### src/rtl/dacw_pkg.sv
package dacw_pkg;

    localparam int DAC_W   = 12;
    localparam int PD_W    = 2;
    localparam int BYTE_W  = 8;
    localparam int HI_W    = DAC_W - BYTE_W;
    localparam int BITCNT_W = $clog2(BYTE_W + 1);

    localparam logic [5:0]        DEV_PREFIX = 6'b100110;
    localparam logic [BYTE_W-1:0] BCAST_ADDR = 8'h90;
    localparam logic [4:0]        HS_PREFIX  = 5'b00001;

    typedef struct packed {
        logic start;
        logic stop;
        logic scl_rise;
        logic scl_fall;
        logic sda;
    } bus_ev_t;

    typedef enum logic [3:0] {
        ST_IDLE,
        ST_ADDR,
        ST_ADDR_ACK,
        ST_HI,
        ST_HI_ACK,
        ST_LO,
        ST_LO_ACK,
        ST_HS_WAIT,
        ST_SKIP
    } wr_state_e;

    function automatic logic addr_hit(input logic [BYTE_W-1:0] b, input logic sel);
        return ((b[7:1] == {DEV_PREFIX, sel}) && !b[0]) || (b == BCAST_ADDR);
    endfunction

    function automatic logic is_hs_code(input logic [BYTE_W-1:0] b);
        return b[7:3] == HS_PREFIX;
    endfunction

endpackage

### src/rtl/dacw_line_filter.sv
module dacw_line_filter #(
    parameter int FILT_CYCLES = 4
) (
    input  logic clk,
    input  logic rst,
    input  logic raw,
    output logic clean
);
    localparam int CW = $clog2(FILT_CYCLES + 1);

    logic [1:0]    sync_q;
    logic          out_q;
    logic [CW-1:0] cnt_q;

    always_ff @(posedge clk) begin
        if (rst) begin
            sync_q <= 2'b11;
            out_q  <= 1'b1;
            cnt_q  <= '0;
        end else begin
            sync_q <= {sync_q[0], raw};
            if (sync_q[1] != out_q) begin
                if (cnt_q == CW'(FILT_CYCLES - 1)) begin
                    out_q <= sync_q[1];
                    cnt_q <= '0;
                end else begin
                    cnt_q <= cnt_q + 1'b1;
                end
            end else begin
                cnt_q <= '0;
            end
        end
    end

    assign clean = out_q;


    filter_follows_sync_chk: assert property (@(posedge clk) disable iff (rst)
        !$stable(out_q) |-> out_q == $past(sync_q[1]));

endmodule

### src/rtl/dacw_bus_events.sv
module dacw_bus_events
    import dacw_pkg::*;
(
    input  logic    clk,
    input  logic    rst,
    input  logic    scl_f,
    input  logic    sda_f,
    output bus_ev_t ev
);
    logic    scl_p, sda_p;
    bus_ev_t ev_q;

    always_ff @(posedge clk) begin
        if (rst) begin
            scl_p <= 1'b1;
            sda_p <= 1'b1;
            ev_q  <= '0;
        end else begin
            scl_p         <= scl_f;
            sda_p         <= sda_f;
            ev_q.start    <= scl_f && scl_p && sda_p && !sda_f;
            ev_q.stop     <= scl_f && scl_p && !sda_p && sda_f;
            ev_q.scl_rise <= scl_f && !scl_p;
            ev_q.scl_fall <= !scl_f && scl_p;
            ev_q.sda      <= sda_f;
        end
    end

    assign ev = ev_q;


    no_cond_on_edge_chk: assert property (@(posedge clk) disable iff (rst)
        (ev_q.start || ev_q.stop) |-> !(ev_q.scl_rise || ev_q.scl_fall));

endmodule

### src/rtl/dacw_write_fsm.sv
module dacw_write_fsm
    import dacw_pkg::*;
(
    input  logic             clk,
    input  logic             rst,
    input  logic             addr_sel,
    input  bus_ev_t          ev,
    output logic             pull_low,
    output logic [DAC_W-1:0] code,
    output logic [PD_W-1:0]  mode
);
    wr_state_e            state;
    logic [BITCNT_W-1:0]  bitcnt;
    logic [BYTE_W-1:0]    shreg;
    logic [HI_W+PD_W-1:0] hi_q;
    logic [BYTE_W-1:0]    lo_q;
    logic                 sel_q;
    logic                 drive_q;
    logic [DAC_W-1:0]     code_q;
    logic [PD_W-1:0]      mode_q;
    logic                 byte_done;

    assign byte_done = ev.scl_fall && (bitcnt == BITCNT_W'(BYTE_W));

    always_ff @(posedge clk) begin
        if (rst) begin
            state   <= ST_IDLE;
            bitcnt  <= '0;
            shreg   <= '0;
            hi_q    <= '0;
            lo_q    <= '0;
            sel_q   <= addr_sel;
            drive_q <= 1'b0;
            code_q  <= '0;
            mode_q  <= '0;
        end else if (ev.start) begin
            state   <= ST_ADDR;
            bitcnt  <= '0;
            drive_q <= 1'b0;
        end else if (ev.stop) begin
            state   <= ST_IDLE;
            bitcnt  <= '0;
            drive_q <= 1'b0;
        end else begin
            unique case (state)
                ST_ADDR, ST_HI, ST_LO: begin
                    if (ev.scl_rise && bitcnt < BITCNT_W'(BYTE_W)) begin
                        shreg  <= {shreg[BYTE_W-2:0], ev.sda};
                        bitcnt <= bitcnt + 1'b1;
                    end else if (byte_done) begin
                        bitcnt <= '0;
                        if (state == ST_ADDR) begin
                            if (addr_hit(shreg, sel_q)) begin
                                drive_q <= 1'b1;
                                state   <= ST_ADDR_ACK;
                            end else if (is_hs_code(shreg)) begin
                                state <= ST_HS_WAIT;
                            end else begin
                                state <= ST_SKIP;
                            end
                        end else if (state == ST_HI) begin
                            hi_q    <= shreg[HI_W+PD_W-1:0];
                            drive_q <= 1'b1;
                            state   <= ST_HI_ACK;
                        end else begin
                            lo_q    <= shreg;
                            drive_q <= 1'b1;
                            state   <= ST_LO_ACK;
                        end
                    end
                end
                ST_ADDR_ACK, ST_HI_ACK, ST_LO_ACK: begin
                    if (ev.scl_fall) begin
                        drive_q <= 1'b0;
                        if (state == ST_HI_ACK) begin
                            state <= ST_LO;
                        end else begin
                            state <= ST_HI;
                        end
                        if (state == ST_LO_ACK) begin
                            code_q <= {hi_q[HI_W-1:0], lo_q};
                            mode_q <= hi_q[HI_W+PD_W-1:HI_W];
                        end
                    end
                end
                default: begin
                    drive_q <= 1'b0;
                end
            endcase
        end
    end

    assign pull_low = drive_q;
    assign code     = code_q;
    assign mode     = mode_q;


    ack_only_in_ack_slot_chk: assert property (@(posedge clk) disable iff (rst)
        drive_q |-> (state inside {ST_ADDR_ACK, ST_HI_ACK, ST_LO_ACK}));


    code_update_timing_chk: assert property (@(posedge clk) disable iff (rst)
        (!$stable(code_q) || !$stable(mode_q)) |->
            ($past(state) == ST_LO_ACK && $past(ev.scl_fall)));


    release_on_cond_chk: assert property (@(posedge clk) disable iff (rst)
        (ev.start || ev.stop) |=> !drive_q);


    bitcnt_range_chk: assert property (@(posedge clk) disable iff (rst)
        bitcnt <= BITCNT_W'(BYTE_W));

endmodule

### src/rtl/i2c_dac_write_slave.sv
module i2c_dac_write_slave
    import dacw_pkg::*;
#(
    parameter int FILT_CYCLES = 4
) (
    input  logic             clk,
    input  logic             rst,
    input  logic             scl_i,
    input  logic             sda_i,
    input  logic             addr_sel,
    output logic             sda_pull_low,
    output logic [DAC_W-1:0] dac_code,
    output logic [PD_W-1:0]  pd_mode
);
    localparam int N_LINES = 2;

    logic [N_LINES-1:0] raw_lines;
    logic [N_LINES-1:0] clean_lines;
    bus_ev_t            ev;

    assign raw_lines = {sda_i, scl_i};

    for (genvar g = 0; g < N_LINES; g++) begin : g_line
        dacw_line_filter #(
            .FILT_CYCLES(FILT_CYCLES)
        ) i_filt (
            .clk  (clk),
            .rst  (rst),
            .raw  (raw_lines[g]),
            .clean(clean_lines[g])
        );
    end

    dacw_bus_events i_events (
        .clk  (clk),
        .rst  (rst),
        .scl_f(clean_lines[0]),
        .sda_f(clean_lines[1]),
        .ev   (ev)
    );

    dacw_write_fsm i_fsm (
        .clk     (clk),
        .rst     (rst),
        .addr_sel(addr_sel),
        .ev      (ev),
        .pull_low(sda_pull_low),
        .code    (dac_code),
        .mode    (pd_mode)
    );

endmodule

### config.mk
export PLATFORM = sky130hd
export DESIGN_NAME = i2c_dac_write_slave
export DESIGN_NICKNAME = d
export VERILOG_FILES = /design/src/rtl/dacw_pkg.sv /design/src/rtl/dacw_line_filter.sv /design/src/rtl/dacw_bus_events.sv /design/src/rtl/dacw_write_fsm.sv /design/src/rtl/i2c_dac_write_slave.sv
export SDC_FILE = /design/constraint.sdc
export NUM_CORES = 1
export LEC_CHECK = 0
export ABC_AREA = 1
export CORE_ASPECT_RATIO = 1.2
export CORE_UTILIZATION = 55
export DETAILED_ROUTE_END_ITERATION = 10
export GPL_TIMING_DRIVEN = 1
export PLACE_DENSITY = 0.85
export SYNTH_ARGS = -nofsm -noshare
export SYNTH_HDL_FRONTEND = slang
export SYNTH_HIERARCHICAL = 1
export SYNTH_SLANG_ARGS = --single-unit
### constraint.sdc
create_clock -name clk -period 1.7 [get_ports clk]
set_input_delay 0.255 -clock clk [delete_from_list [all_inputs] [get_ports clk]]
set_output_delay 0.255 -clock clk [all_outputs]
set_load 0.05 [all_outputs]
==> flow_summary.json <==
{
  "status": "completed",
  "synthCells": 337,
  "synth_top_family_by_area": "simple AND/OR/NAND/NOR gates",
  "drv_cap": 0,
  "grt.overflow.total": 0,
  "synth_adder_area_share_pct": 2.81,
  "drt_wl_total_um": 4830,
  "pre_cts_ws_ns": 0.210,
  "synth.avg_cell_area_um2": 7.93,
  "worstHoldEndpoint": "g_line[1].i_filt/sync_q[1]",
  "wl_per_cell_um": 11.3,
  "core_area_um2": 4630,
  "rsz0062_at_grt": "no",
  "critPathArrivalTime_ns": 1.74,
  "drt-met1-wl_um": 2040,
  "fp.dieW_um": 65.7,
  "peakVddDrop_mv": 0.813,
  "critPathKind": "reg2reg",
  "cpPeakStageDelay_ns": 0.33,
  "setup_slack_ns": 0.197,
  "critical-path-top-delay-family": "simple AND/OR/NAND/NOR gates",
  "hold_depth": 1,
  "grtUsageTotal_pct": 21.0,
  "path_clk_slew_ns": 0.08,
  "yosys.area.top_type_share_pct": 47.9,
  "syn_to_final_growth_pct": 17.3,
  "cp-end-kind": "flop",
  "cts_resized": 1,
  "finalCriticalPeriod_ns": 1.50,
  "synth_top_area_cell": "dfxtp_1",
  "worstMarginPinSlew_ns": 0.479,
  "cts-root-buf": "clkbuf_8",
  "antenna_found_initial": 0,
  "hpwl_um": 3350,
  "pin_count": 20,
  "first_global_vias": 1933,
  "slew_headroom_pct": 68.2,
  "hold_buffers": 0,
  "clkLatencyLatePin_ns": 0.34,
  "dr_wl_met3_um": 151,
  "post_cts_buffers": 0,
  "synth_cell_types": 31,
  "dp_cells": 411,
  "synth_simple_gate_area_share_pct": 26.9,
  "max-clock-path-buffers": 2,
  "cts_tree": "yes",
  "antenna_cells": 0,
  "viasPerCell": 5.11,
  "yosys_warnings": 6,
  "max_freq_mhz": 666,
  "synth_area_leaders": "dfxtp_1, nor2_1, nand2_1",
  "r2r_slack_ns": 0.20,
  "met2WireLength_um": 2530,
  "final_nets": 375,
  "dieArea_um2": 5150,
  "syn-num-nets": 348,
  "top_layer_used": "met4",
  "finalSetupViolCount": 0,
  "layout-drive-gt1-share_pct": 17.6,
  "cts_sinks": 65,
  "worstPathRequired_ns": 1.94,
  "grt_pass1_wl_um": 8140,
  "ys_ff_latch": 65,
  "grt_max_degree": 34,
  "die_y_um": 78.4,
  "hp-start": "g_line[1].i_filt/sync_q[0]",
  "synthMuxAreaShare_pct": 0,
  "period_share_pct": 88.4,
  "port_buffers": 19,
  "synth_ff_type": "dfxtp_1",
  "min_path_type": "reg2reg",
  "leakage_nw": 1.38,
  "critical_path_buf_inv_count": 3,
  "start_util_pct": 57.8,
  "synth_xor_area_share_pct": 0.328,
  "crit_path_start_kind": "flop",
  "crit_fanout": 10,
  "cts_max_level": 3,
  "worst_r2r_startpoint": "i_fsm/bitcnt[0]",
  "postRouteAntennaNets": 0,
  "setup_tns_ns": 0,
  "path_cells": "inv_1, ha_1, nand4_4, inv_2, nand2_1, nor2_4, inv_1, nor2_1, nor2_1",
  "synth_compound_area_share_pct": 13.6,
  "skew_ns": 0.00966,
  "num_rows": 27,
  "hold_viol": 0,
  "gp_congestion": 0.893,
  "rr_worst_depth": 9,
  "crit-reg2reg-capture": "i_fsm/hi_q[0]",
  "maxSlewViolCount": 0,
  "cts_buffers": 9,
  "synth_seq_area_share_pct": 49.0,
  "drcViolationCount": 0,
  "async_reset_ff_share_pct": 0,
  "stdcell_count": 427,
  "p_per_area_nw_per_um2": 1010,
  "cp_slowest_cell": "dfxtp_1",
  "synth_enable_flop_cells": 1,
  "num_vias": 2181,
  "drt-initial-drc-count": 113,
  "syn_area_um2": 2670,
  "drt_pre_antenna_iters": 4
}
## layer usage
layer  up-vias  global-route usage (%)
met5         -                       0
met4         0                    12.6
met3        11                    4.80
met2        34                    36.7
met1      1004                    22.4
li1       1132                       -
## area by class of cell
class / instances / area [um^2]
clock buffer: 10 / 128
timing repair buffer: 24 / 191
clock inverter: 6 / 116
multi-input combinational: 224 / 1170
sequential: 65 / 1310
tap: 58 / 72.6
fill: 354 / 1490
inverter: 40 / 150
## Yosys cell counts, types with 2 or more instances
cell type,n
o21ai_2,2
nor2_4,2
o21ai_1,19
inv_2,7
inv_1,33
buf_2,3
a21oi_1,24
nor2_8,2
o21ai_0,19
ha_1,6
nand3_2,4
nor2_1,69
nand2_4,2
or2_2,4
clkbuf_1,3
nand4_1,2
nand2_1,43
nor2_2,3
nand3_1,15
dfxtp_1,64
## power by group
| group | internal (mW) | switching (mW) |
|---|---|---|
| Combinational | 0.0252 | 0.0347 |
| Clock | 0.981 | 0.595 |
| Sequential | 1.53 | 0.00416 |
| Total | 2.54 | 0.634 |
## cells in the final DEF, fill, tap and decap left out, types with 2 or more instances in the layout
cell type	instances
o21ai_0	19
dfxtp_1	64
nand3_1	15
nor2_8	2
buf_4	19
nand3_2	4
clkbuf_8	9
o21ai_1	19
or2_2	4
nor2_1	69
nor2_4	2
inv_1	33
nand2_4	2
nand4_1	2
bufinv_16	3
clkdlybuf4s50_1	4
o21ai_2	2
inv_2	7
clkinv_4	3
ha_1	6
nor2_2	3
a21oi_1	24
nand2_1	43
## per-stage QoR
step / instance area, um^2 / util [%] / power, mW / hold WS, ns
2_1_floorplan: 2670 / - / 1.61 / 0.324
3_3_place_gp: 2890 / 62.5 / 1.63 / 0.393
3_5_place_dp: 2890 / 62.5 / 1.63 / 0.405
4_1_cts: 3140 / 67.8 / 3.20 / 0.424
5_1_grt: 3140 / 67.8 / 3.28 / 0.445
6_report: 3140 / 67.8 / 3.18 / 0.420
## worst reg2reg max path, stage by stage (launching register included)
cell and delay [ns]:
dfxtp_1 0.33, inv_1 0.09, ha_1 0.19, nand4_4 0.14, inv_2 0.11, nand2_1 0.08
nor2_4 0.21, inv_1 0.10, nor2_1 0.10, nor2_1 0.05
## registers in the layout, indices dropped and copies added, names as in the netlist
name and cells:
i_events/ev 5, i_fsm/mode 2, i_fsm/state 4, i_fsm/bitcnt 4
g_line.i_filt/cnt_q 6, i_fsm/code 12, i_fsm/lo_q 8, i_fsm/sel_q 1
g_line.i_filt/sync_q 4, i_fsm/pull_low 1, i_events/scl_p 1, i_fsm/shreg 8
i_fsm/hi_q 6, g_line.i_filt/clean 2, i_events/sda_p 1
## worst max path at each step
stage                    endpoint  cells past startpoint            start
floorplan           i_fsm/hi_q[3]                      9  i_fsm/bitcnt[0]
global placement    i_fsm/hi_q[0]                      9  i_fsm/bitcnt[0]
detailed placement  i_fsm/hi_q[3]                      9  i_fsm/bitcnt[0]
CTS                 i_fsm/code[1]                      6   i_fsm/state[1]
global route        i_fsm/mode[1]                      6   i_fsm/state[1]
finish              i_fsm/hi_q[0]                      9  i_fsm/bitcnt[0]
## kinds of logic after synthesis
logic type,after synthesis
compound gates,67
xor+xnor,1
fa+ha+maj,6
buf+inv,48
flops,65
simple gates,150
(Power assumes the default switching activity.)
